**src/rtl/msixf_pkg.sv**
```systemverilog
package msixf_pkg;

   localparam int MSG_ADDR_W = 64;
   localparam int MSG_DATA_W = 32;

   typedef struct packed {
      logic [MSG_ADDR_W-1:0] addr;
      logic [MSG_DATA_W-1:0] data;
   } msix_vec_t;

   typedef enum logic [2:0] {
      ST_IDLE      = 3'd0,
      ST_ADDR_REQ  = 3'd1,
      ST_ADDR_WAIT = 3'd2,
      ST_DATA_REQ  = 3'd3,
      ST_DATA_WAIT = 3'd4,
      ST_SEND      = 3'd5
   } msixf_state_e;

endpackage

```
**src/rtl/msixf_addr_gen.sv**
```systemverilog
module msixf_addr_gen #(
   parameter int IDX_W      = 11,
   parameter int STRIDE_LG2 = 4
) (
   input  logic [63:0]      base,
   input  logic [IDX_W-1:0] index,
   input  logic             second,
   output logic [63:0]      addr
);
   localparam int PAD_W = 64 - IDX_W;

   logic [63:0] offs;

   always_comb begin
      offs = {{PAD_W{1'b0}}, index} << STRIDE_LG2;
      addr = base + offs + (second ? 64'd8 : 64'd0);
   end
endmodule

```
**src/rtl/msixf_vec_cache.sv**
```systemverilog
module msixf_vec_cache
   import msixf_pkg::*;
#(
   parameter int DEPTH = 4,
   parameter int IDX_W = 11
) (
   input  logic             clk,
   input  logic             rst_n,
   input  logic [IDX_W-1:0] lk_index,
   output logic             lk_hit,
   output msix_vec_t        lk_entry,
   input  logic             fill_en,
   input  logic [IDX_W-1:0] fill_index,
   input  msix_vec_t        fill_entry,
   input  logic             inv_en,
   input  logic             inv_all,
   input  logic [IDX_W-1:0] inv_index
);
   localparam int PTR_W = (DEPTH > 1) ? $clog2(DEPTH) : 1;
   localparam logic [PTR_W-1:0] LAST = PTR_W'(DEPTH - 1);

   logic [DEPTH-1:0]       slot_v;
   logic [IDX_W-1:0]       slot_tag [DEPTH];
   msix_vec_t              slot_ent [DEPTH];
   logic [DEPTH-1:0]       slot_match;
   logic [PTR_W-1:0]       rr_q;

   always_ff @(posedge clk) begin
      if (!rst_n)
         rr_q <= '0;
      else if (fill_en)
         rr_q <= (rr_q == LAST) ? '0 : rr_q + 1'b1;
   end

   for (genvar s = 0; s < DEPTH; s++) begin : g_slot
      always_ff @(posedge clk) begin
         if (!rst_n) begin
            slot_v[s]   <= 1'b0;
            slot_tag[s] <= '0;
            slot_ent[s] <= '0;
         end else begin
            if (inv_en && (inv_all || slot_tag[s] == inv_index))
               slot_v[s] <= 1'b0;
            if (fill_en && rr_q == PTR_W'(s)) begin
               slot_v[s]   <= 1'b1;
               slot_tag[s] <= fill_index;
               slot_ent[s] <= fill_entry;
            end
         end
      end
      assign slot_match[s] = slot_v[s] && (slot_tag[s] == lk_index);
   end

   always_comb begin
      lk_hit   = 1'b0;
      lk_entry = '0;
      for (int s = 0; s < DEPTH; s++) begin
         if (slot_match[s] && !lk_hit) begin
            lk_hit   = 1'b1;
            lk_entry = slot_ent[s];
         end
      end
   end
endmodule

```
**src/rtl/msixf_seq.sv**
```systemverilog
module msixf_seq
   import msixf_pkg::*;
#(
   parameter int IDX_W = 11,
   parameter int TAG_W = 4
) (
   input  logic             clk,
   input  logic             rst_n,
   input  logic             irq_valid,
   input  logic [IDX_W-1:0] irq_index,
   output logic             irq_ready,
   input  logic             lk_hit,
   input  msix_vec_t        lk_entry,
   input  logic             inv_valid,
   input  logic             inv_all,
   input  logic [IDX_W-1:0] inv_index,
   output logic             rd_req_valid,
   input  logic             rd_req_grant,
   output logic             rd_is_data,
   output logic [1:0]       rd_req_dwords,
   output logic [TAG_W-1:0] rd_req_tag,
   input  logic             cpl_valid,
   input  logic [TAG_W-1:0] cpl_tag,
   input  logic             cpl_err,
   input  logic [63:0]      cpl_data,
   output logic             wr_valid,
   input  logic             wr_ready,
   output logic [63:0]      wr_addr,
   output logic [31:0]      wr_data,
   output logic             fill_en,
   output logic [IDX_W-1:0] fill_index,
   output msix_vec_t        fill_entry,
   output logic [IDX_W-1:0] cur_index,
   output logic             err_sticky
);
   msixf_state_e     st_q, st_d;
   logic [IDX_W-1:0] idx_q;
   logic [63:0]      addr_q;
   logic [31:0]      data_q;
   logic [TAG_W-1:0] tag_q;
   logic             stale_q;
   logic             err_q;

   logic inv_cur, inv_new, accept, use_hit, waiting, cpl_ok;

   always_comb begin
      inv_cur = inv_valid && (inv_all || inv_index == idx_q);
      inv_new = inv_valid && (inv_all || inv_index == irq_index);
      accept  = irq_valid && (st_q == ST_IDLE);
      use_hit = lk_hit && !inv_new;
      waiting = (st_q == ST_ADDR_WAIT) || (st_q == ST_DATA_WAIT);
      cpl_ok  = waiting && cpl_valid && (cpl_tag == tag_q);
   end

   always_comb begin
      st_d = st_q;
      unique case (st_q)
         ST_IDLE:      if (accept) st_d = use_hit ? ST_SEND : ST_ADDR_REQ;
         ST_ADDR_REQ:  if (rd_req_grant) st_d = ST_ADDR_WAIT;
         ST_ADDR_WAIT: if (cpl_ok) st_d = cpl_err ? ST_IDLE : ST_DATA_REQ;
         ST_DATA_REQ:  if (rd_req_grant) st_d = ST_DATA_WAIT;
         ST_DATA_WAIT: if (cpl_ok) st_d = cpl_err ? ST_IDLE : ST_SEND;
         ST_SEND:      if (wr_ready) st_d = ST_IDLE;
         default:      st_d = ST_IDLE;
      endcase
   end

   always_ff @(posedge clk) begin
      if (!rst_n) begin
         st_q    <= ST_IDLE;
         idx_q   <= '0;
         addr_q  <= '0;
         data_q  <= '0;
         tag_q   <= '0;
         stale_q <= 1'b0;
         err_q   <= 1'b0;
      end else begin
         st_q <= st_d;
         if (accept) begin
            idx_q   <= irq_index;
            stale_q <= 1'b0;
            if (use_hit) begin
               addr_q <= lk_entry.addr;
               data_q <= lk_entry.data;
            end
         end else if (st_q != ST_IDLE && inv_cur) begin
            stale_q <= 1'b1;
         end
         if (cpl_ok) begin
            tag_q <= tag_q + 1'b1;
            if (cpl_err)
               err_q <= 1'b1;
            else if (st_q == ST_ADDR_WAIT)
               addr_q <= cpl_data;
            else
               data_q <= cpl_data[31:0];
         end
      end
   end

   always_comb begin
      irq_ready     = (st_q == ST_IDLE);
      rd_req_valid  = (st_q == ST_ADDR_REQ) || (st_q == ST_DATA_REQ);
      rd_is_data    = (st_q == ST_DATA_REQ);
      rd_req_dwords = rd_is_data ? 2'd1 : 2'd2;
      rd_req_tag    = tag_q;
      wr_valid      = (st_q == ST_SEND);
      wr_addr       = addr_q;
      wr_data       = data_q;
      fill_en       = cpl_ok && !cpl_err && (st_q == ST_DATA_WAIT)
                      && !stale_q && !inv_cur;
      fill_index    = idx_q;
      fill_entry    = '{addr: addr_q, data: cpl_data[31:0]};
      cur_index     = idx_q;
      err_sticky    = err_q;
   end
endmodule

```
**src/rtl/msix_fetch_engine.sv**
```systemverilog
module msix_fetch_engine
   import msixf_pkg::*;
#(
   parameter int IDX_W       = 11,
   parameter int CACHE_DEPTH = 4,
   parameter bit USE_CACHE   = 1'b1,
   parameter int TAG_W       = 4,
   parameter int STRIDE_LG2  = 4
) (
   input  logic             clk,
   input  logic             rst_n,
   input  logic [63:0]      tbl_base,
   input  logic             irq_valid,
   input  logic [IDX_W-1:0] irq_index,
   output logic             irq_ready,
   input  logic             inv_valid,
   input  logic             inv_all,
   input  logic [IDX_W-1:0] inv_index,
   output logic             rd_req_valid,
   input  logic             rd_req_grant,
   output logic [63:0]      rd_req_addr,
   output logic [1:0]       rd_req_dwords,
   output logic [TAG_W-1:0] rd_req_tag,
   input  logic             cpl_valid,
   input  logic [TAG_W-1:0] cpl_tag,
   input  logic             cpl_err,
   input  logic [63:0]      cpl_data,
   output logic             wr_valid,
   input  logic             wr_ready,
   output logic [63:0]      wr_addr,
   output logic [31:0]      wr_data,
   output logic             err_sticky
);
   if (IDX_W < 1 || IDX_W > 32) begin : g_bad_idx
      $error("IDX_W must lie in 1..32");
   end
   if (STRIDE_LG2 < 4 || STRIDE_LG2 + IDX_W > 63) begin : g_bad_stride
      $error("STRIDE_LG2 must be at least 4 and fit the address");
   end
   if (TAG_W < 1) begin : g_bad_tag
      $error("TAG_W must be at least 1");
   end
   if (USE_CACHE && CACHE_DEPTH < 1) begin : g_bad_depth
      $error("CACHE_DEPTH must be at least 1 when the cache is used");
   end

   logic             lk_hit;
   msix_vec_t        lk_entry;
   logic             fill_en;
   logic [IDX_W-1:0] fill_index;
   msix_vec_t        fill_entry;
   logic [IDX_W-1:0] cur_index;
   logic             rd_is_data;

   msixf_seq #(.IDX_W(IDX_W), .TAG_W(TAG_W)) u_seq (
      .clk           (clk),
      .rst_n         (rst_n),
      .irq_valid     (irq_valid),
      .irq_index     (irq_index),
      .irq_ready     (irq_ready),
      .lk_hit        (lk_hit),
      .lk_entry      (lk_entry),
      .inv_valid     (inv_valid),
      .inv_all       (inv_all),
      .inv_index     (inv_index),
      .rd_req_valid  (rd_req_valid),
      .rd_req_grant  (rd_req_grant),
      .rd_is_data    (rd_is_data),
      .rd_req_dwords (rd_req_dwords),
      .rd_req_tag    (rd_req_tag),
      .cpl_valid     (cpl_valid),
      .cpl_tag       (cpl_tag),
      .cpl_err       (cpl_err),
      .cpl_data      (cpl_data),
      .wr_valid      (wr_valid),
      .wr_ready      (wr_ready),
      .wr_addr       (wr_addr),
      .wr_data       (wr_data),
      .fill_en       (fill_en),
      .fill_index    (fill_index),
      .fill_entry    (fill_entry),
      .cur_index     (cur_index),
      .err_sticky    (err_sticky)
   );

   msixf_addr_gen #(.IDX_W(IDX_W), .STRIDE_LG2(STRIDE_LG2)) u_addr (
      .base   (tbl_base),
      .index  (cur_index),
      .second (rd_is_data),
      .addr   (rd_req_addr)
   );

   if (USE_CACHE) begin : g_cache
      msixf_vec_cache #(.DEPTH(CACHE_DEPTH), .IDX_W(IDX_W)) u_cache (
         .clk        (clk),
         .rst_n      (rst_n),
         .lk_index   (irq_index),
         .lk_hit     (lk_hit),
         .lk_entry   (lk_entry),
         .fill_en    (fill_en),
         .fill_index (fill_index),
         .fill_entry (fill_entry),
         .inv_en     (inv_valid),
         .inv_all    (inv_all),
         .inv_index  (inv_index)
      );
   end else begin : g_nocache
      assign lk_hit   = 1'b0;
      assign lk_entry = '0;
   end
endmodule

```
**config.mk**
```make
export PLATFORM = sky130hd
export DESIGN_NAME = msix_fetch_engine
export DESIGN_NICKNAME = d
export VERILOG_FILES = /design/src/rtl/msixf_pkg.sv /design/src/rtl/msixf_addr_gen.sv /design/src/rtl/msixf_vec_cache.sv /design/src/rtl/msixf_seq.sv /design/src/rtl/msix_fetch_engine.sv
export SDC_FILE = /design/constraint.sdc
export NUM_CORES = 1
export LEC_CHECK = 0
export BUFFER_PORTS_ARGS = -buffer_cell sky130_fd_sc_hd__buf_2
export CAP_MARGIN = 20
export CORE_ASPECT_RATIO = 1.4
export CORE_MARGIN = 1.5
export CORE_UTILIZATION = 45
export DETAILED_ROUTE_END_ITERATION = 6
export MAX_ROUTING_LAYER = met4
export REMOVE_ABC_BUFFERS = 1
export SLEW_MARGIN = 30
export SYNTH_ARGS = -nofsm -noshare
export SYNTH_HDL_FRONTEND = slang
export SYNTH_SLANG_ARGS = --single-unit
export TNS_END_PERCENT = 1
```
**constraint.sdc**
```tcl
create_clock -name clk -period 8.7 [get_ports clk]
set_input_delay 0 -clock clk [delete_from_list [all_inputs] [get_ports clk]]
set_output_delay 0 -clock clk [all_outputs]
set_load 0.005 [all_outputs]
```
Yosys cells after proc, flatten, opt, wreduce, memory -nomap -nowiden
Memory sizes are Yosys's and may differ from the RTL's. Cells that the tools add are included.

Input port bits: 163. Word-level logic and storage cells: 163. Bits in writable memories: 428. Bits in latches: 0. Output and inout port bits: 170. Memories kept: 2. Bits in registers: 122. Memory bits (read-only): 0.

Memories: g_cache.u_cache.slot_ent (depth 4, width 96, rd ports 4, clocked after Yosys merged registers in 0, write ports 4, RTL line msixf_vec_cache.sv:24) `msix_vec_t slot_ent [DEPTH];`; g_cache.u_cache.slot_tag (depth 4, width 11, rd ports 4, clocked after Yosys merged registers in 0, write ports 4, RTL line msixf_vec_cache.sv:23) `logic [IDX_W-1:0] slot_tag [DEPTH];`.

Magnitude comparators: 0. Shift operators: 0. Equal/unequal tests: 25. Add/subtract/negate cells: 4. Multiply operators: 0. Reduce and logical (&&, ||, !) cells: 51. Mux-type cells: 60. Bitwise logic cells: 9. Div/mod/pow operators: 0.

Operators with widths (count): 96-bit two-way mux (8); 64-bit two-way mux (5); 32-bit two-way mux (5); 11-bit == test (10); 64-bit by 15-bit adder with 64-bit output (1); 64-bit by 4-bit adder with 64-bit output (1); 11-bit two-way mux (4); 1-bit logical AND (26); 1-bit two-way mux (25); 3-bit two-way mux (8); 3-bit one-hot mux with 6 select lines (1); 1-bit logical OR (8); 2-bit by 1-bit inequality test with 1-bit output, second input constant (4); 1-bit bitwise OR (8); 2-bit nonzero test (4); 1-bit zero test (7); 3-bit by 2-bit == test with 1-bit output, second input constant (2); 3-bit == test, second input constant (2); 2-bit two-way mux (3); 6-bit AND reduction (1); 4-bit by 1-bit adder with 4-bit output, second input constant (1); 2-bit == test, second input constant (2); 4-bit == test (1); 4-bit two-way mux (1); 10 further kinds (11).

Depth between registers and ports, before layout
An unclocked memory read counts as a cell.

Word-level depth: 19. Mapped depth: 14. Depth with buffers taken out: 12.

Modules after synthesis
A second synthesis with hierarchy kept.

Cells, all modules: 2857. Area total of the unflattened synthesis: 30051.3 µm².

Modules (own cells, without submodules): msixf_vec_cache (times used 1, cells an instance 1661, area each 20632.3 µm², sequential area each 12972.4 µm²); msixf_seq (times used 1, cells an instance 918, area each 7428.4 µm², sequential area each 2322.2 µm²); msixf_addr_gen (times used 1, cells an instance 278, area each 1990.7 µm², sequential area each 0.0 µm²).

Worst setup path before layout
No wires, ideal clock.

Path type: reg2reg. From: register u_seq.st_q[2]. To: memory g_cache.u_cache.slot_ent[3][0] (netlist bit), enable pin. Period minus slack after synthesis: 4451 ps. Setup time: 469 ps. Cell stages (with the launch flop): 9. Slack: 4249 ps. Data required time: 8231 ps. Buffers on the path: 1. Arrival: 3982 ps. Path through: dfxtp_1 buf_6 xnor2_1 nor4_2 nand3_2 nor2_2 nor4b_4 nand2_1 nand2_1.

RTL lines: start: declaration (RTL line msixf_seq.sv:36) `msixf_state_e st_q, st_d;`; start signal: assignment (RTL line msixf_seq.sv:78) `st_q <= st_d;`; end: declaration (RTL line msixf_vec_cache.sv:24).

Worst setup path after layout
From: register u_seq.st_q[2]. To: output port rd_req_addr[43].

Word-level cells in the longest chain between the ends: 3.

Ends and longest elaborated chain: 3-bit by 2-bit == test with 1-bit output (RTL line msixf_seq.sv:104) `rd_is_data = (st_q == ST_DATA_REQ);`; 4-bit two-way mux (RTL line msixf_addr_gen.sv:16) `addr = base + offs + (second ? 64'd8 : 64'd0);`; 64-bit by 4-bit adder with 64-bit output (RTL line msixf_addr_gen.sv:16); end: declaration (RTL line msix_fetch_engine.sv:21) `output logic [63:0] rd_req_addr,`.

No other way between the ends.

==> key figures <==
Clock tree
  • H-tree Lvls: 2
  • Clock root cell: clkbuf_16
  • Worst-Skew Late Latency: ~0.6 ns
  • Cts repair resizes: 0
  • Clock Tree Buf Depth: 3
  • CTS Buf Count: 55
  • CTS tree: yes
  • Clock transition at path regs: approximately 0.06 ns
  • Clock sink count: 550

Pwr
  • Seq pwr share: 52.5%
  • Power per cell area: roughly 180 nW/µm²
  • Internal power: ~4300 µW
  • Switching Fraction: between 20% and 30%
  • Max IR drop VDD: about 150 µV
  • Clk pwr share: between 40% and 50%
  • Sw power: ~1300 µW
  • Leak pwr: around 0.011 µW
  • Comb power frac: 6.1%

Die
  • Die Ht: around 290 µm
  • Die area: 58,900 µm²
  • Core Rows: 103
  • Horiz. Die Dim: about 210 µm
  • # IOs: 333
  • Initial Util: roughly 46%
  • Core area: 56,600 µm²

Timing
  • Final setup fails: 0
  • RSZ-0062 raised after global routing: no
  • Fmax: 0.234 GHz
  • Tmin final: approximately 4.3 ns
  • Rel. slew slack: about a quarter
  • Pins Over Slew Limit: 0
  • Tightest Pin Transition: roughly 1.1 ns
  • Crit share post-route: between 40% and 50%
  • Hold Vio Cnt, Final: 0
  • Hold WS: around 0.00005 ns
  • Setup Skew: 0.0128 ns

Synth
  • Post-synth top area share: 49.7%
  • Flop and latch count out of synthesis: 550
  • Synth Cell Area: around 26,000 µm²
  • Synthesized instance count: 2,249
  • Most frequent cell after synthesis: and2_1
  • Post-synth EDFFs: 428
  • Cell taking the most area after synthesis: edfxtp_1
  • FFs w/ async S/R, synth: 0%
  • Top_reg_cell synth: edfxtp_1
  • Synthesized area per cell: ~11 µm²
  • Netlist cell types: between 50 and 60
  • Top cells by count, synth: and2_1 (438), edfxtp_1 (428), nand2_1 (167), xnor2_1 (134), a21oi_1 (130)
  • Top cells by area, synth: edfxtp_1 (50%), and2_1 (11%), dfxtp_1 (9.4%)
  • Synth warnings: 0
  • Proportion of synthesized chip area in sequential cells: about three fifths

Worst setup path
  • Crit path buffers/inverters: 3
  • Crit Path Class: flop to output pin
  • Crit-path slowest cell: nor4b_1
  • Required @ worst endpoint: between 8 and 9 ns
  • Critical Path Stages: 13
  • Worst setup EP type: output pin
  • Worst setup SP type: flop
  • RR Startpoint: u_seq.st_q[2]$_SDFFE_PN0P_
  • Critical Path AT: 4.28 ns
  • Worst-path cell chain: inv_1 -> and3_1 -> ha_1 -> inv_1 -> fa_1 -> nor2b_1 -> o21a_1 -> o21ai_0 -> a21oi_1 -> a21oi_4 -> nor4b_1 -> xor2_1 -> buf_2
  • Most frequent CP cell: inv_1
  • RR Endpoint: g_cache.u_cache.slot_ent[1][1]$_SDFFCE_PN0P_
  • Reg2reg path depth: 8
  • Worst path top cell family by delay: simple AND/OR/NAND/NOR gates
  • Worst Setup SP: u_seq.st_q[2]$_SDFFE_PN0P_
  • Critical path peak fanout: 17
  • R2r setup slk: between 4 and 5 ns
  • CP max stage delay: roughly 0.53 ns

Worst hold path
  • Hold Path Sink: rd_req_addr[0]
  • Worst hold path stage count: 0
  • Min-Delay Startpoint: tbl_base[0]
  • Hold Path Class: input pin to output pin

Place
  • Placed insts: about 3,200
  • Dpl hpwl: ~45,000 µm
  • Placed cell area: 27,800 µm²
  • # port buffers: approximately 330
  • Final Wtd Congestion: between 0.9 and 1

Global route
  • First-pass GRT wire length: approximately 120,000 µm
  • Vias in the first global route: about 19,000
  • Global Route Usage Sum: around a quarter
  • Largest net degree at the start of global routing: ~200
  • Initial antenna violation count: 3
  • Grt ovf: 0

Route
  • DRT Pass-1 Iters: 5
  • Wirelength per Cell: 22.9 µm
  • Vias per inst: 5.66
  • Drt total wl: ~76,000 µm
  • Via count: roughly 19,000
  • Residual DRC count: 0
  • Iter 0 DRT Violations: roughly 1,100
  • Post-route antenna net violation count: 0

Cells and area
  • Filler Cell Count: 5,060
  • Area Overhead vs Synth: 17.6%
  • Nets@finish: around 2,700
  • Layout cells sized above 1: ~18%
  • Fin util: between 50 and 60%
  • Final Cell Area: approximately 30,000 µm²
  • Final non-filler cell total: between 3,000 and 4,000

Run status
  • Outcome: finished clean

Flow run
  • Max-cap violations: 0
stage by stage:
step                TNS (ns)  total power, µW  setup WS (ns)
finish                     0             5590           4.42
global route               0             5770           4.10
CTS                        0             5630           4.39
detailed placement         0             3300           4.45
global placement           0             3300           4.50
floorplan            -892.36             3130          -9.71
timing repair:
item	in CTS	in global routing
hold buffers	85	0
setup buffers	0	0
endpoints found under the hold margin	246	0
state kept, by name, summed over array words and instances, names as in the netlist:
signal / cells
g_cache.u_cache.slot_ent: 384
u_seq.wr_addr: 64
g_cache.u_cache.slot_tag: 44
u_seq.wr_data: 32
u_seq.cur_index: 11
g_cache.u_cache.slot_v: 4
u_seq.rd_req_tag: 4
u_seq.st_q: 3
g_cache.u_cache.rr_q: 2
u_seq.err_sticky: 1
u_seq.stale_q: 1
area by class of cell:
cell class | instances | area, µm² | area share (%)
antenna | 3 | 7.51 | 0.0247
clock inverter | 18 | 120 | 0.395
timing repair buffer | 432 | 2670 | 8.78
inverter | 22 | 82.6 | 0.272
sequential | 550 | 15300 | 50.3
multi-input combinational | 1497 | 9670 | 31.8
clock buffer | 85 | 1630 | 5.37
tap | 735 | 920 | 3.03
routing by layer:
| layer | GRT usage [%] | vias up | part of all wire [%] |
|---|---|---|---|
| li1 | - | 8775 | - |
| met1 | 33.0 | 9484 | 41 |
| met2 | 45.5 | 541 | 51 |
| met3 | 3.79 | 128 | 5.5 |
| met4 | 7.50 | 0 | 2.6 |
| met5 | - | - | 0 |
power groups by stage:
stage	clock, µW	sequential (µW)	combinational, µW
2_1_floorplan	0	2980	148
3_3_place_gp	0	2990	310
3_5_place_dp	0	2990	312
4_1_cts	2350	2930	345
5_1_grt	2460	2940	371
6_report	2310	2930	343
worst max path at each step:
stage	endpoint	slack [ns]
2_1_floorplan	u_seq.wr_data[1]$_SDFF_PN0_	-9.71
3_3_place_gp	g_cache.u_cache.slot_ent[3][92]$_SDFFCE_PN0P_	4.50
3_5_place_dp	g_cache.u_cache.slot_ent[1][85]$_SDFFCE_PN0P_	4.45
4_1_cts	rd_req_addr[43]	4.39
5_1_grt	rd_req_addr[43]	4.10
6_report	rd_req_addr[43]	4.42
cells by family (layout without fill, tap and decap cells):
group	count (synthesis)	count (layout)	share of synthesized area, %
buffers and inverters	202	557	3.99
XOR/XNOR	177	177	6.00
AO/OA/AOI/OAI	438	438	11.2
AND/OR/NAND/NOR	863	863	18.7
multiplexers	1	1	0.0387
adder cells (fa/ha/maj)	18	18	0.900
other	0	3	0
flip-flops	550	550	59.2
layout by cell type, fill, tap and decap left out, types with 9 or more instances in the layout:
cell           count
a22oi_1           64
buf_2            326
and3_1             9
a221oi_1          94
nor3_1            30
xnor2_1          134
ha_1              17
nand2_1          163
a32oi_1           18
a21oi_1          129
o21ai_1           24
xor2_1            43
buf_4             16
and2_1           438
nand3_1          113
dfxtp_1          122
inv_1             22
clkbuf_16         58
clkbuf_1          19
edfxtp_1         428
o221ai_1          11
o21ai_0           68
nor2_1            27
nand4_1           31
dlygate4sd3_1     85
No activity file was read; power rests on OpenSTA's default activity.
